**config.mk**
```make
export PLATFORM = sky130hd
export DESIGN_NAME = acc_shift_seq
export DESIGN_NICKNAME = d
export VERILOG_FILES = /design/src/rtl/acc_shift_pkg.sv /design/src/rtl/acc_shift_step.sv /design/src/rtl/acc_shift_ctrl.sv /design/src/rtl/acc_shift_seq.sv
export SDC_FILE = /design/constraint.sdc
export NUM_CORES = 1
export LEC_CHECK = 0
export BUFFER_PORTS_ARGS = -buffer_cell sky130_fd_sc_hd__buf_2
export CAP_MARGIN = 10
export CORE_MARGIN = 2
export CORE_UTILIZATION = 50
export CTS_CLUSTER_DIAMETER = 120
export DETAILED_ROUTE_END_ITERATION = 8
export PLACE_DENSITY = 0.78
export SYNTH_ARGS = -nofsm -noshare
export SYNTH_HDL_FRONTEND = slang
export SYNTH_SLANG_ARGS = --single-unit
```
**constraint.sdc**
```tcl
create_clock -name clk -period 2.8 [get_ports clk]
set_input_delay 0.56 -clock clk [delete_from_list [all_inputs] [get_ports clk]]
set_output_delay 0.56 -clock clk [all_outputs]
set_load 0.01 [all_outputs]
```
**src/rtl/acc_shift_pkg.sv**
```systemverilog
package acc_shift_pkg;

    typedef enum logic [3:0] {
        MD_ROL  = 4'd0,
        MD_ROR  = 4'd1,
        MD_SAL  = 4'd2,
        MD_SAR  = 4'd3,
        MD_SHL  = 4'd4,
        MD_SHR  = 4'd5,
        MD_LROL = 4'd8,
        MD_LROR = 4'd9,
        MD_LSAL = 4'd10,
        MD_LSAR = 4'd11,
        MD_LSHL = 4'd12,
        MD_LSHR = 4'd13
    } shift_mode_e;

    typedef enum logic [1:0] {
        ST_IDLE   = 2'd0,
        ST_RUN    = 2'd1,
        ST_FINISH = 2'd2
    } shift_state_e;

endpackage

```
**src/rtl/acc_shift_step.sv**
```systemverilog
module acc_shift_step
    import acc_shift_pkg::*;
#(
    parameter int W = 16
) (
    input  logic [3:0]   mode,
    input  logic [W-1:0] a_i,
    input  logic [W-1:0] b_i,
    input  logic         c_i,
    output logic [W-1:0] a_o,
    output logic [W-1:0] b_o,
    output logic         c_o
);
    localparam int LW = 2 * W;
    localparam int VW = 2 * W - 1;

    logic [LW-1:0] wide;
    logic [VW-1:0] nar;

    always_comb begin
        wide = {a_i, b_i};
        nar  = {a_i, b_i[W-2:0]};
        a_o  = a_i;
        b_o  = b_i;
        c_o  = c_i;
        unique case (mode)
            MD_ROL: begin
                c_o = a_i[W-1];
                a_o = {a_i[W-2:0], a_i[W-1]};
            end
            MD_ROR: begin
                c_o = a_i[0];
                a_o = {a_i[0], a_i[W-1:1]};
            end
            MD_SAL: begin
                c_o = c_i | (a_i[W-1] ^ a_i[W-2]);
                a_o = {a_i[W-2:0], 1'b0};
            end
            MD_SAR: begin
                c_o = a_i[0];
                a_o = {a_i[W-1], a_i[W-1:1]};
            end
            MD_SHL: begin
                c_o = a_i[W-1];
                a_o = {a_i[W-2:0], 1'b0};
            end
            MD_SHR: begin
                c_o = a_i[0];
                a_o = {1'b0, a_i[W-1:1]};
            end
            MD_LROL: begin
                c_o = wide[LW-1];
                {a_o, b_o} = {wide[LW-2:0], wide[LW-1]};
            end
            MD_LROR: begin
                c_o = wide[0];
                {a_o, b_o} = {wide[0], wide[LW-1:1]};
            end
            MD_LSHL: begin
                c_o = wide[LW-1];
                {a_o, b_o} = {wide[LW-2:0], 1'b0};
            end
            MD_LSHR: begin
                c_o = wide[0];
                {a_o, b_o} = {1'b0, wide[LW-1:1]};
            end
            MD_LSAL: begin
                c_o = c_i | (nar[VW-1] ^ nar[VW-2]);
                a_o = nar[VW-2:W-2];
                b_o = {b_i[W-1], nar[W-3:0], 1'b0};
            end
            MD_LSAR: begin
                c_o = nar[0];
                a_o = {nar[VW-1], nar[VW-1:W]};
                b_o = {b_i[W-1], nar[W-1:1]};
            end
            default: begin
                a_o = a_i;
                b_o = b_i;
                c_o = c_i;
            end
        endcase
    end

endmodule

```
**src/rtl/acc_shift_ctrl.sv**
```systemverilog
module acc_shift_ctrl
    import acc_shift_pkg::*;
#(
    parameter int CNT_W = 6
) (
    input  logic             clk,
    input  logic             rst_n,
    input  logic             start,
    input  logic [CNT_W-1:0] count,
    output logic             load,
    output logic             step,
    output logic             busy,
    output logic             done
);
    shift_state_e     state, state_nx;
    logic [CNT_W-1:0] remain;

    always_ff @(posedge clk) begin
        if (!rst_n) begin
            state <= ST_IDLE;
        end else begin
            state <= state_nx;
        end
    end

    always_ff @(posedge clk) begin
        if (!rst_n) begin
            remain <= '0;
        end else if (load) begin
            remain <= count;
        end else if (step) begin
            remain <= remain - 1'b1;
        end
    end

    always_comb begin
        state_nx = state;
        unique case (state)
            ST_IDLE: begin
                if (start) begin
                    state_nx = (count == '0) ? ST_FINISH : ST_RUN;
                end
            end
            ST_RUN: begin
                if (remain == CNT_W'(1)) begin
                    state_nx = ST_FINISH;
                end
            end
            ST_FINISH: state_nx = ST_IDLE;
            default:   state_nx = ST_IDLE;
        endcase
    end

    always_comb begin
        load = (state == ST_IDLE) && start;
        step = (state == ST_RUN);
        busy = (state != ST_IDLE);
        done = (state == ST_FINISH);
    end

endmodule

```
**src/rtl/acc_shift_seq.sv**
```systemverilog
module acc_shift_seq
    import acc_shift_pkg::*;
#(
    parameter int W     = 16,
    parameter int CNT_W = 6
) (
    input  logic             clk,
    input  logic             rst_n,
    input  logic             start,
    input  logic [3:0]       mode,
    input  logic [CNT_W-1:0] count,
    input  logic [W-1:0]     a_in,
    input  logic [W-1:0]     b_in,
    output logic [W-1:0]     a_out,
    output logic [W-1:0]     b_out,
    output logic             c_out,
    output logic             busy,
    output logic             done
);
    logic [W-1:0] a_q, b_q, a_nx, b_nx;
    logic         c_q, c_nx;
    logic [3:0]   mode_q;
    logic         load, step;

    acc_shift_ctrl #(.CNT_W(CNT_W)) u_ctrl (
        .clk   (clk),
        .rst_n (rst_n),
        .start (start),
        .count (count),
        .load  (load),
        .step  (step),
        .busy  (busy),
        .done  (done)
    );

    acc_shift_step #(.W(W)) u_step (
        .mode (mode_q),
        .a_i  (a_q),
        .b_i  (b_q),
        .c_i  (c_q),
        .a_o  (a_nx),
        .b_o  (b_nx),
        .c_o  (c_nx)
    );

    always_ff @(posedge clk) begin
        if (!rst_n) begin
            a_q    <= '0;
            b_q    <= '0;
            c_q    <= 1'b0;
            mode_q <= '0;
        end else if (load) begin
            a_q    <= a_in;
            b_q    <= b_in;
            c_q    <= 1'b0;
            mode_q <= mode;
        end else if (step) begin
            a_q <= a_nx;
            b_q <= b_nx;
            c_q <= c_nx;
        end
    end

    assign a_out = a_q;
    assign b_out = b_q;
    assign c_out = c_q;

endmodule

```
Word-level counts from Yosys, hierarchy flattened
Index checks and enable logic that the tools add are counted.
{"block": "op_classes", "bitwise_logic": 3, "addsub": 1, "muxes": 13, "reduce_logical": 27, "n_eq_ne": 19}
{"operator": "one-hot mux 16 bit (8 select lines)", "n": 1}
{"operator": "one-hot mux 16 bit (5 select lines)", "n": 1}
{"operator": "2-to-1 mux 16 bit", "n": 4}
{"operator": "equality test 4 bit (second input constant)", "n": 6}
{"operator": "OR reduction 2 bit", "n": 7}
{"operator": "2-to-1 mux 6 bit", "n": 2}
{"operator": "nonzero test 9 bit", "n": 1}
{"operator": "equality test 4 x 2 -> 1 bit (second input constant)", "n": 2}
{"operator": "equality test 4 x 3 -> 1 bit (second input constant)", "n": 2}
{"operator": "AND reduction 2 bit", "n": 4}
{"operator": "nonzero test 4 bit", "n": 2}
{"operator": "nonzero test 8 bit", "n": 1}
{"operator": "equality test 6 x 1 -> 1 bit (second input constant)", "n": 1}
{"operator": "logical NOT 6 bit", "n": 1}
{"operator": "2-to-1 mux 2 bit", "n": 3}
{"operator": "!= test 2 bit (second input constant)", "n": 3}
{"operator": "nonzero test 6 bit", "n": 1}
{"operator": "OR reduction 3 bit", "n": 2}
{"operator": "subtractor 6 x 1 -> 6 bit (second input constant)", "n": 1}
{"operator": "equality test 4 x 1 -> 1 bit (second input constant)", "n": 1}
{"operator": "logical NOT 4 bit", "n": 1}
{"operator": "!= test 2 x 1 -> 1 bit (second input constant)", "n": 2}
{"operator": "one-hot mux 1 bit (4 select lines)", "n": 1}
{"operator": "one-hot mux 2 bit (2 select lines)", "n": 1}
{"operator": "11 further kinds", "n": 12}
{"block": "totals", "out_inout_bits": 35, "inputBits": 45, "register_bits": 45, "elab_cells": 71}

Logic depth before layout (Yosys ltp)
Gate-level depths: netlist (run 1).
{"block": "logic_depth", "ltp_word": 5, "mapped_depth": 7, "mapped_depth_nobuf": 5}

Hierarchy
From an unflattened synthesis (run 1), not the netlist that was laid out.
{"block": "hier_totals", "cells_unflattened": 348, "hier_area_um2": 3324.4}
{"mod": "acc_shift_seq", "cells_per_inst": 158, "seq_area_each_um2": 740.7, "n_inst": 1, "area_each_um2": 1941.9}
{"mod": "acc_shift_step", "cells_per_inst": 133, "seq_area_each_um2": 0.0, "n_inst": 1, "area_each_um2": 888.4}
{"mod": "acc_shift_ctrl", "cells_per_inst": 57, "seq_area_each_um2": 160.2, "n_inst": 1, "area_each_um2": 494.2}

Worst setup path before layout (run 1)
OpenSTA, ideal clock, no wires.
{"block": "synth_path", "kind": "input-to-reg", "from": "in start", "to": "reg a_q[10], in the netlist a_out[10]", "required_ns": 2.683, "setup_slack_ns": 1.161, "setup_ns": 0.117, "cell_stages": 5, "n_path_buf": 2, "arrival_time_ns": 1.522, "path_cell_list": "or3b_1 -> buf_2 -> o211a_2 -> buf_6 -> a22o_1"}
{"block": "synth_between", "elab_chain_len": 3, "word_cells_on_any_way": 5, "cone_classes": "1 x mux; 4 x reduce/logical"}
{"element": "from (decl)", "line": "acc_shift_seq.sv:9", "text": "input logic start,"}
{"element": "logical AND 1 bit *", "line": "acc_shift_ctrl.sv:55", "text": "load = (state == ST_IDLE) && start;"}
{"element": "nonzero test 9 bit (no line) or nonzero test 2 bit (tied branches)"}
{"element": "AND reduction 2 bit (no line)"}
{"element": "to (signal assigned)", "line": "acc_shift_seq.sv:53", "text": "a_q <= a_in;"}
{"element": "to (signal assigned)", "line": "acc_shift_seq.sv:58", "text": "a_q <= a_nx;"}
{"element": "to (decl)", "line": "acc_shift_seq.sv:20", "text": "logic [W-1:0] a_q, b_q, a_nx, b_nx;"}
Every way passes the cells marked *; elsewhere a longest branch is shown, timed or not.
A chain may end at the register's enable or synchronous reset.

Final worst setup path (run 1)
{"block": "layout_path", "from": "reg mode_q[1]", "to": "reg b_q[8], in the netlist b_out[8]"}
{"block": "layout_between", "elab_chain_len": 5, "word_cells_on_any_way": 12, "cone_classes": "6 x eq/ne; 3 x mux; 3 x reduce/logical"}
{"element": "from (decl)", "line": "acc_shift_seq.sv:22", "text": "logic [3:0] mode_q;"}
{"element": "from (signal assigned)", "line": "acc_shift_seq.sv:56", "text": "mode_q <= mode;"}
{"element": "equality test 4 bit", "line": "acc_shift_step.sv:26", "text": "unique case (mode)"}
{"element": "OR reduction 2 bit (no line)"}
{"element": "one-hot mux 16 bit (5 select lines)", "line": "acc_shift_step.sv:26"}
{"element": "2-to-1 mux 16 bit", "line": "acc_shift_seq.sv:57", "text": "end else if (step) begin"}
{"element": "2-to-1 mux 16 bit", "line": "acc_shift_seq.sv:52", "text": "end else if (load) begin"}
{"element": "to (signal assigned)", "line": "acc_shift_seq.sv:54", "text": "b_q <= b_in;"}
{"element": "to (signal assigned)", "line": "acc_shift_seq.sv:59", "text": "b_q <= b_nx;"}
{"element": "to (decl)", "line": "acc_shift_seq.sv:20"}
Parallel ways exist; a longest one is shown, timed or not. The select of a mux whose other input is x is not followed.

==> results of run 1 <==
==> final cells by class <==
class                      instances  area share, %
inverter                           5          0.612
sequential                        45           29.4
clock inverter                     1          0.163
multi-input combinational        238           49.2
timing repair buffer              86           14.6
clock buffer                       7           3.14
tap                               70           2.86
==> routing by layer <==
metal / GRT usage, % / vias up / wire length [microns]
li1: - / 1295 / -
met1: 32.0 / 1247 / 3110
met5: 0 / - / 0
met3: 6.75 / 11 / 499
met2: 38.1 / 103 / 3200
met4: 7.09 / 0 / 85
==> sequential cells by signal (all words and copies together), names as in the netlist <==
signal / cells
u_ctrl.state: 2
u_ctrl.remain: 6
c_out: 1
a_out: 16
mode_q: 4
b_out: 16
==> final timing paths <==
check                                                      to  slack (ps)  cells past startpoint                           from
worst max-delay path                    b_out[8]$_SDFFE_PN0P_         710                      4         mode_q[1]$_SDFFE_PN0P_
worst max register to register          b_out[8]$_SDFFE_PN0P_         710                      4         mode_q[1]$_SDFFE_PN0P_
worst min-delay path            u_ctrl.remain[5]$_SDFFE_PN0N_         480                      2  u_ctrl.remain[5]$_SDFFE_PN0N_
worst min register to register  u_ctrl.remain[5]$_SDFFE_PN0N_         480                      2  u_ctrl.remain[5]$_SDFFE_PN0N_
==> per-stage QoR <==
stage               util [%]  hold WS (ps)
detailed placement      58.8           480
global placement        58.8           472
finish                  60.8           484
CTS                     60.8           492
global route            60.8           514
floorplan                  -           453
==> power by group through the flow <==
stage / sequential (mW) / clock, mW / combinational, mW
6_report: 0.812 / 0.440 / 0.480
5_1_grt: 0.825 / 0.471 / 0.535
4_1_cts: 0.809 / 0.443 / 0.479
3_5_place_dp: 0.823 / 0 / 0.477
3_3_place_gp: 0.822 / 0 / 0.466
2_1_floorplan: 0.811 / 0 / 0.334
==> cell usage in the layout (no fill, tap or decap), drive strengths merged, types with 5 or more instances in the layout <==
cell type and n:
nor2b 7, nor3 6, nand2 16, nand3 18, dfxtp 45, mux2i 15, a31oi 16, a22o 28
a21boi 8, a21oi 20, o21ai 24, clkbuf 7, nor2 36, buf 86, inv 5
==> cell families (layout without fill, tap and decap cells) <==
group	count (synthesis)	count (layout)	share of synthesized area, %
DFF	45	45	34.8
buffers and inverters	33	99	6.96
AOI/OAI and AO/OA	119	119	32.0
and+or+nand+nor	101	101	19.1
muxes	15	15	5.80
xor gates and xnor gates	1	1	0.338
adders and majority gates	2	2	0.966
==> worst max-delay path, cell delays in order, from the launching register on <==
cell     delay, ps
dfxtp_1        620
nand2_2        310
a31oi_1        410
o21a_1         470
a22o_1         220
==> impl_metrics.py, run 1 <==
metrics = {
    "cts": {
        "post_cts_resized": 0,
        "cts_tree": "yes",
        "cts-buffers-inserted": 5,
        "clkSlewWorstSetupHoldPaths_ps": 80,
        "holdBufCountCts": 0,
        "clock_sinks": 45,
        "cts_setup_buffers": 0,
        "htree_levels": 2,
        "clockBufferDepth": 2,
        "cts_root_buf": "clkbuf_8",
        "clk_latency_ps": 300,
    },
    "floorplan": {
        "num_rows": 26,
        "die_height_microns": 76.0,
        "core_sq_um": 5040,
        "initial_core_util_pct": 51.4,
        "ios": 80,
        "fp.dieW_microns": 76.0,
        "die-area_sq_um": 5770,
    },
    "sta": {
        "fin_crit_sh_pct": 74.6,
        "fin_setup_tns_ps": 0,
        "slew_headroom_pct": 62.2,
        "finClkSkew_ps": 2.54,
        "timing.final.ws_setup_ps": 710,
        "final-max-slew-violation-count": 0,
        "rsz0062_at_grt": "false",
        "finalCriticalPeriod_ps": 2090,
        "max_freq_mhz": 479,
        "worstMarginPinSlew_ps": 568,
        "final-hold-violation-count": 0,
        "finalSetupViolations": 0,
    },
    "yosys": {
        "synth.cell_area_sq_um": 2590,
        "ys_ff_latch": 45,
        "synth_area_leaders": "dfxtp_1 (35%), a22o_1 (9.5%), mux2i_1 (5.8%)",
        "yosysMostFrequentCell": "dfxtp_1",
        "yosysTopAreaCell": "dfxtp_1",
        "synth_ff_type": "dfxtp_1",
        "async_flop_share_pct": 0,
        "yosysSeqAreaShare_pct": 34.8,
        "synth_cell_types": 48,
        "synth_top_cells_by_count": "dfxtp_1 (45), nor2_1 (36), a22o_1 (28), o21ai_0 (23), a21oi_1 (20)",
        "synth_edf_count": 0,
        "synth_fp_nets": 363,
        "synthCells": 316,
        "synth_warnings": 0,
        "syn_area_per_cell_sq_um": 8.20,
        "synth_top_area_share_pct": 34.8,
    },
    "routing": {
        "dr.pass1.iters": 4,
        "drt_iter0_drc": 149,
        "route.detailed.drc": 0,
        "ant_nets": 0,
        "totalWireLength_microns": 6900,
        "routedWlPerCell_microns": 15.3,
        "dr_total_vias": 2656,
        "viasPerCell": 5.88,
    },
    "power": {
        "internal_power_mw": 1.16,
        "power_density_nw_per_um2": 565,
        "clockPowerShare_pct": 25.4,
        "ir_drop_v": 0.000302,
        "p_comb_share_pct": 27.7,
        "power_mw": 1.73,
        "switching_power_mw": 0.574,
        "power.share.sequential_pct": 46.9,
        "leakagePower_nw": 1.27,
        "switching_share_pct": 33.1,
    },
    "worst_setup_path": {
        "worstPathRequired_ps": 3050,
        "critPathKind": "flip-flop to flip-flop",
        "cp_max_fo": 16,
        "cp-end-kind": "flip-flop",
        "worstSetupStartpointType": "flip-flop",
        "arrival_ps": 2340,
    },
    "finish": {
        "fill_cells": 462,
        "drive_above_1_share_pct": 27.2,
        "regArea_sq_um": 901,
        "stdcell_area_sq_um": 3070,
        "nets": 428,
        "area_delta_synth_final_pct": 18.4,
        "multiInputGateArea_sq_um": 1510,
        "n_antenna_cell": 0,
        "final_cells": 452,
    },
    "grt": {
        "grt.overflow.total": 0,
        "antenna_found_initial": 0,
        "grt_use_total_pct": 24.0,
        "grt_max_degree": 24,
        "grt_pass1_wl_microns": 11600,
        "grt_pass1_vias": 2430,
    },
    "min_path": {
        "hold_path_class": "flip-flop to flip-flop",
    },
    "placement": {
        "dpl_cell_area_sq_um": 2960,
        "port_buffers": 79,
        "pre_cts_ws_ps": 637,
        "dpl.cell_count": 444,
        "hpwl_microns": 4820,
        "globalplace.congestion": 0.824,
    },
    "status": {
        "status": "finished clean",
    },
    "run": {
        "max-cap-violations": 0,
    },
}
Power figures use the tool's default switching activity.
==> run 2, diff against run 1 <==
Settings changed: CORE_UTILIZATION 50 to 46, PLACE_DENSITY 0.78 to 0.76.
Clock period 2.8 ns to 1.9 ns, I/O delays scaled along.
==> run 2 against run 1 <==
Against the previous run: first-iteration DRC count up 46%; largest cell class unchanged; largest power group unchanged; critical path type unchanged; die area up 8.2%; utilization down 2.8 points; critical endpoint is now a_out[0]$_SDFFE_PN0P_; sequential power up 44%.
==> impl_metrics.py, run 2 (synthesis results as in run 1) <==
metrics = {
    "status": {
        "status": "finished clean",
    },
    "power": {
        "leakagePower_nw": 1.34,
        "ir_drop_v": 0.000467,
        "power_density_nw_per_um2": 815,
    },
    "worst_setup_path": {
        "worstPathRequired_ps": 2130,
        "cp-end-kind": "flip-flop",
        "critical_path.max_stage_delay_ps": 650,
        "arrival_ps": 2000,
        "r2r_start": "mode_q[2]$_SDFFE_PN0P_",
        "path_cells": "and2_1 -> a211oi_4 -> o21ai_0 -> o21ai_1",
        "cp_max_fo": 15,
        "worstSetupStartpointType": "flip-flop",
        "cp-startpoint": "mode_q[2]$_SDFFE_PN0P_",
        "critPathSlowestCell": "a211oi_4",
        "critPathKind": "flip-flop to flip-flop",
    },
    "placement": {
        "globalplace.congestion": 0.843,
        "hpwl_microns": 4970,
        "pre_cts_ws_ps": 131,
        "port_buffers": 79,
    },
    "cts": {
        "clockBufferDepth": 2,
        "clock_sinks": 45,
        "cts_tree": "yes",
        "cts_root_buf": "clkbuf_8",
        "cts-buffers-inserted": 5,
        "htree_levels": 2,
        "clk_latency_ps": 290,
        "cts_setup_buffers": 0,
        "clkSlewWorstSetupHoldPaths_ps": 80,
    },
    "floorplan": {
        "die_height_microns": 79.0,
        "fp.dieW_microns": 79.0,
        "die-area_sq_um": 6250,
        "ios": 80,
        "num_rows": 27,
        "initial_core_util_pct": 47.3,
        "core_sq_um": 5470,
    },
    "finish": {
        "nets": 442,
        "layout_commonest_cell": "buf_2",
        "drive_above_1_share_pct": 29.8,
        "layout_common_cells": "buf_2 (79), dfxtp_1 (45), nor2_1 (36), a22o_1 (28), o21ai_0 (23)",
        "area_delta_synth_final_pct": 22.6,
        "n_antenna_cell": 0,
    },
    "routing": {
        "dr_total_vias": 2710,
        "viasPerCell": 5.79,
        "dr.pass1.iters": 4,
        "totalWireLength_microns": 7030,
        "ant_nets": 0,
        "routedWlPerCell_microns": 15.0,
        "route.detailed.drc": 0,
        "drt_iter0_drc": 217,
    },
    "sta": {
        "final-max-slew-violation-count": 0,
        "fin_crit_sh_pct": 92.9,
        "timing.final.ws_setup_ps": 134,
        "fin_setup_tns_ps": 0,
        "max_freq_mhz": 566,
        "finClkSkew_ps": 2.06,
        "worstMarginPinSlew_ps": 670,
        "slew_headroom_pct": 55.2,
        "finalSetupViolations": 0,
        "finalCriticalPeriod_ps": 1770,
        "rsz0062_at_grt": "false",
        "final-hold-violation-count": 0,
    },
    "grt": {
        "grt_pass1_wl_microns": 11400,
        "antenna_found_initial": 0,
        "grt.overflow.total": 0,
        "grt_pass1_vias": 2461,
        "grt_use_total_pct": 22.2,
        "grt_max_degree": 27,
    },
    "min_path": {
        "min_from": "mode[1]",
        "hold_path_class": "input pin to flip-flop",
    },
    "run": {
        "max-cap-violations": 0,
    },
}
[run 2: changes by cell type in the layout (fill, tap and decap cells not counted)]
cell       previous run  this run
a2111oi_0             1         0
a2111oi_1             0         1
buf_4                 7        21
[run 2: what timing repair did]
item / in CTS / in global routing
hold buffers: 0 / 0
resized for setup: 0 / 1
setup endpoints to repair: 0 / 1
[run 2: power breakdown]
group	internal [mW]	switching (mW)
combinational	0.355	0.409
sequential	1.05	0.122
clock	0.329	0.319
total	1.73	0.851
[run 2: final cells by class]
| cell class | instances | area [sq um] |
|---|---|---|
| Multi-Input combinational cell | 238 | 1510 |
| Fill cell | 539 | 2300 |
| Tap cell | 72 | 90.1 |
| Timing Repair Buffer | 100 | 553 |
| Sequential cell | 45 | 901 |
| Clock buffer | 7 | 96.3 |
| Clock inverter | 1 | 5.00 |
| Inverter | 5 | 18.8 |
[run 2: metal layers]
layer / track usage, % / vias up / share of wire [%]
li1: - / 1327 / -
met1: 30.1 / 1271 / 45
met2: 36.6 / 104 / 48
met3: 4.32 / 8 / 6.2
met4: 4.66 / 0 / 0.97
met5: 0 / - / 0
[run 2: path summary, 6_finish.rpt]
check / depth (start not counted) / end / slack, ps
setup / recovery: 4 / a_out[0]$_SDFFE_PN0P_ / 130
hold / removal: 3 / mode_q[1]$_SDFFE_PN0P_ / 330
setup reg to reg: 4 / a_out[0]$_SDFFE_PN0P_ / 130
hold reg to reg: 2 / u_ctrl.remain[5]$_SDFFE_PN0N_ / 490
[run 2: critical path, delay by kind of cell, from the launching register on]
family	cells	cell delay (ps)
simple gates	1	300
flops	1	410
compound gates	3	1000
[run 2: metrics by stage]
stage | hold slack (ps) | area, sq um | power, mW | utilization, % | std cells
after detailed placement | 485 | 3070 | 1.95 | 56.1 | 460
after global routing | 342 | 3170 | 2.73 | 58.0 | 468
after floorplan | 453 | 2590 | 1.69 | - | 316
after global placement | 463 | 3070 | 1.93 | 56.1 | 460
final | 326 | 3170 | 2.59 | 58.0 | 468
after CTS | 323 | 3170 | 2.59 | 58.0 | 468
==> run 3, diff against run 2 <==
Settings changed: CORE_UTILIZATION 46 to 40, PLACE_DENSITY 0.76 to 0.67.
==> run 3 against run 2 <==
Against the previous run: wire length is 0.73% higher; maximum frequency grew 3.1%; critical path depth decreased by 1; critical path type is now flip-flop to output port; critical endpoint is now busy; largest power group unchanged.
==> impl_metrics.py, run 3 (synthesis results as in run 1) <==
metrics = {
    "sta": {
        "hold_slack_ps": 317,
        "finClkSkew_ps": 9.30,
        "final-hold-violation-count": 0,
        "slew_headroom_pct": 58.4,
        "worstMarginPinSlew_ps": 622,
        "fin_setup_tns_ps": 0,
        "finalSetupViolations": 0,
        "fin_crit_sh_pct": 90.1,
        "final-max-slew-violation-count": 0,
        "finalCriticalPeriod_ps": 1710,
        "rsz0062_at_grt": "false",
        "max_freq_mhz": 584,
    },
    "min_path": {
        "holdPathEnd": "mode_q[2]$_SDFFE_PN0P_",
        "min_from": "mode[2]",
        "hold_depth": 3,
        "hold_path_class": "input pin to flip-flop",
    },
    "placement": {
        "hpwl_microns": 4980,
        "globalplace.congestion": 0.777,
        "port_buffers": 79,
    },
    "routing": {
        "drt_iter0_drc": 89,
        "dr_total_vias": 2652,
        "route.detailed.drc": 0,
        "totalWireLength_microns": 7080,
        "dr.pass1.iters": 4,
        "viasPerCell": 5.68,
        "routedWlPerCell_microns": 15.2,
        "ant_nets": 0,
    },
    "worst_setup_path": {
        "critPathKind": "flip-flop to output port",
        "crit_cells": 3,
        "arrival_ps": 1330,
        "path_cells": "buf_4 -> or2_2 -> buf_2",
        "r2r_slack_ps": 210,
        "worstPathRequired_ps": 1520,
        "cp-end-kind": "output port",
        "r2r-end": "a_out[0]$_SDFFE_PN0P_",
        "critPathSlowestCell": "dfxtp_1",
        "path_delay_family": "flip-flops",
        "r2r_start": "u_ctrl.state[0]$_SDFFE_PN0P_",
        "reg2regPathDepth": 5,
        "cp_max_fo": 7,
        "critical_path.max_stage_delay_ps": 400,
        "crit_buf_inv": 2,
        "worstSetupStartpointType": "flip-flop",
    },
    "power": {
        "p_comb_share_pct": 30.3,
        "switching_share_pct": 34.0,
        "power_density_nw_per_um2": 794,
        "switching_power_mw": 0.848,
        "ir_drop_v": 0.000463,
        "leakagePower_nw": 1.32,
        "clockPowerShare_pct": 22.6,
        "power.share.sequential_pct": 47.1,
        "internal_power_mw": 1.65,
    },
    "cts": {
        "cts_setup_buffers": 0,
        "clk_latency_ps": 300,
        "htree_levels": 2,
        "clockBufferDepth": 2,
        "holdBufCountCts": 0,
        "post_cts_resized": 0,
        "cts_root_buf": "clkbuf_8",
        "clkSlewWorstSetupHoldPaths_ps": 90,
        "cts_tree": "yes",
        "clock_sinks": 45,
        "cts-buffers-inserted": 5,
    },
    "status": {
        "status": "finished clean",
    },
    "finish": {
        "layout_common_cells": "buf_2 (79), dfxtp_1 (45), nor2_1 (36), a22o_1 (28), o21ai_0 (23)",
        "fill_cells": 666,
        "area_delta_synth_final_pct": 21.5,
        "post-route-util_pct": 49.9,
        "nets": 438,
        "n_antenna_cell": 0,
        "drive_above_1_share_pct": 29.0,
        "layout_commonest_cell": "buf_2",
    },
    "floorplan": {
        "die_height_microns": 84.5,
        "core_sq_um": 6310,
        "die-area_sq_um": 7130,
        "initial_core_util_pct": 41.0,
        "num_rows": 29,
        "ios": 80,
        "fp.dieW_microns": 84.5,
    },
    "grt": {
        "grt_max_degree": 48,
        "antenna_found_initial": 0,
        "grt_use_total_pct": 20.0,
        "grt_pass1_wl_microns": 11800,
        "grt.overflow.total": 0,
        "grt_pass1_vias": 2477,
    },
    "run": {
        "max-cap-violations": 0,
    },
}
-- run 3: changes by cell type in the layout (fill, tap and decap cells not counted) --
| cell | before | now |
|---|---|---|
| buf_4 | 21 | 15 |
| o21a_2 | 0 | 1 |
| a2111oi_0 | 0 | 1 |
| a2111oi_1 | 1 | 0 |
| clkbuf_8 | 7 | 5 |
| buf_12 | 0 | 2 |
| o21a_1 | 3 | 2 |
-- run 3: layout make-up --
type	count	area [sq um]	share of cell area (%)
Inverter	5	18.8	0.596
Clock inverter	1	5.00	0.159
Timing Repair Buffer	96	548	17.4
Multi-Input combinational cell	238	1510	48.0
Sequential cell	45	901	28.6
Clock buffer	5	68.8	2.19
Tap cell	77	96.3	3.06
-- run 3: routing by layer --
| layer | GRT usage [%] | vias up | part of all wire, % |
|---|---|---|---|
| li1 | - | 1320 | - |
| met5 | 0 | - | 0 |
| met3 | 5.11 | 8 | 5.8 |
| met2 | 32.7 | 67 | 47 |
| met1 | 26.6 | 1257 | 47 |
| met4 | 5.05 | 0 | 1.1 |
-- run 3: worst max-delay path by stage --
stage / startpoint / end / slack (ps)
finish: u_ctrl.state[0]$_SDFFE_PN0P_ / busy / 190
global route: u_ctrl.state[0]$_SDFFE_PN0P_ / a_out[0]$_SDFFE_PN0P_ / 100
CTS: u_ctrl.state[0]$_SDFFE_PN0P_ / b_out[10]$_SDFFE_PN0P_ / 120
detailed placement: u_ctrl.state[0]$_SDFFE_PN0P_ / b_out[10]$_SDFFE_PN0P_ / 140
global placement: start / b_out[13]$_SDFFE_PN0P_ / 200
floorplan: mode_q[2]$_SDFFE_PN0P_ / a_out[10]$_SDFFE_PN0P_ / 410
-- run 3: worst register-to-register path: stages (launching register included) --
cell and delay (ps):
dfxtp_1 500, buf_4 210, nor2_1 70, a211oi_4 510, o21ai_0 180, o21ai_1 150
-- run 3: power by group through the flow --
stage	Combinational (mW)	Sequential [mW]	Clock, mW
after floorplan	0.492	1.19	0
after global placement	0.746	1.19	0
after detailed placement	0.756	1.20	0
after CTS	0.759	1.18	0.588
after global routing	0.847	1.20	0.618
final	0.757	1.18	0.564
-- run 3: through the flow --
stage,instance area (sq um),std cells,setup slack (ps),total power [mW]
floorplan,2590,316,413,1.69
global placement,3070,461,199,1.94
detailed placement,3070,461,142,1.95
CTS,3150,467,118,2.52
global route,3150,467,98.3,2.66
finish,3150,467,187,2.50
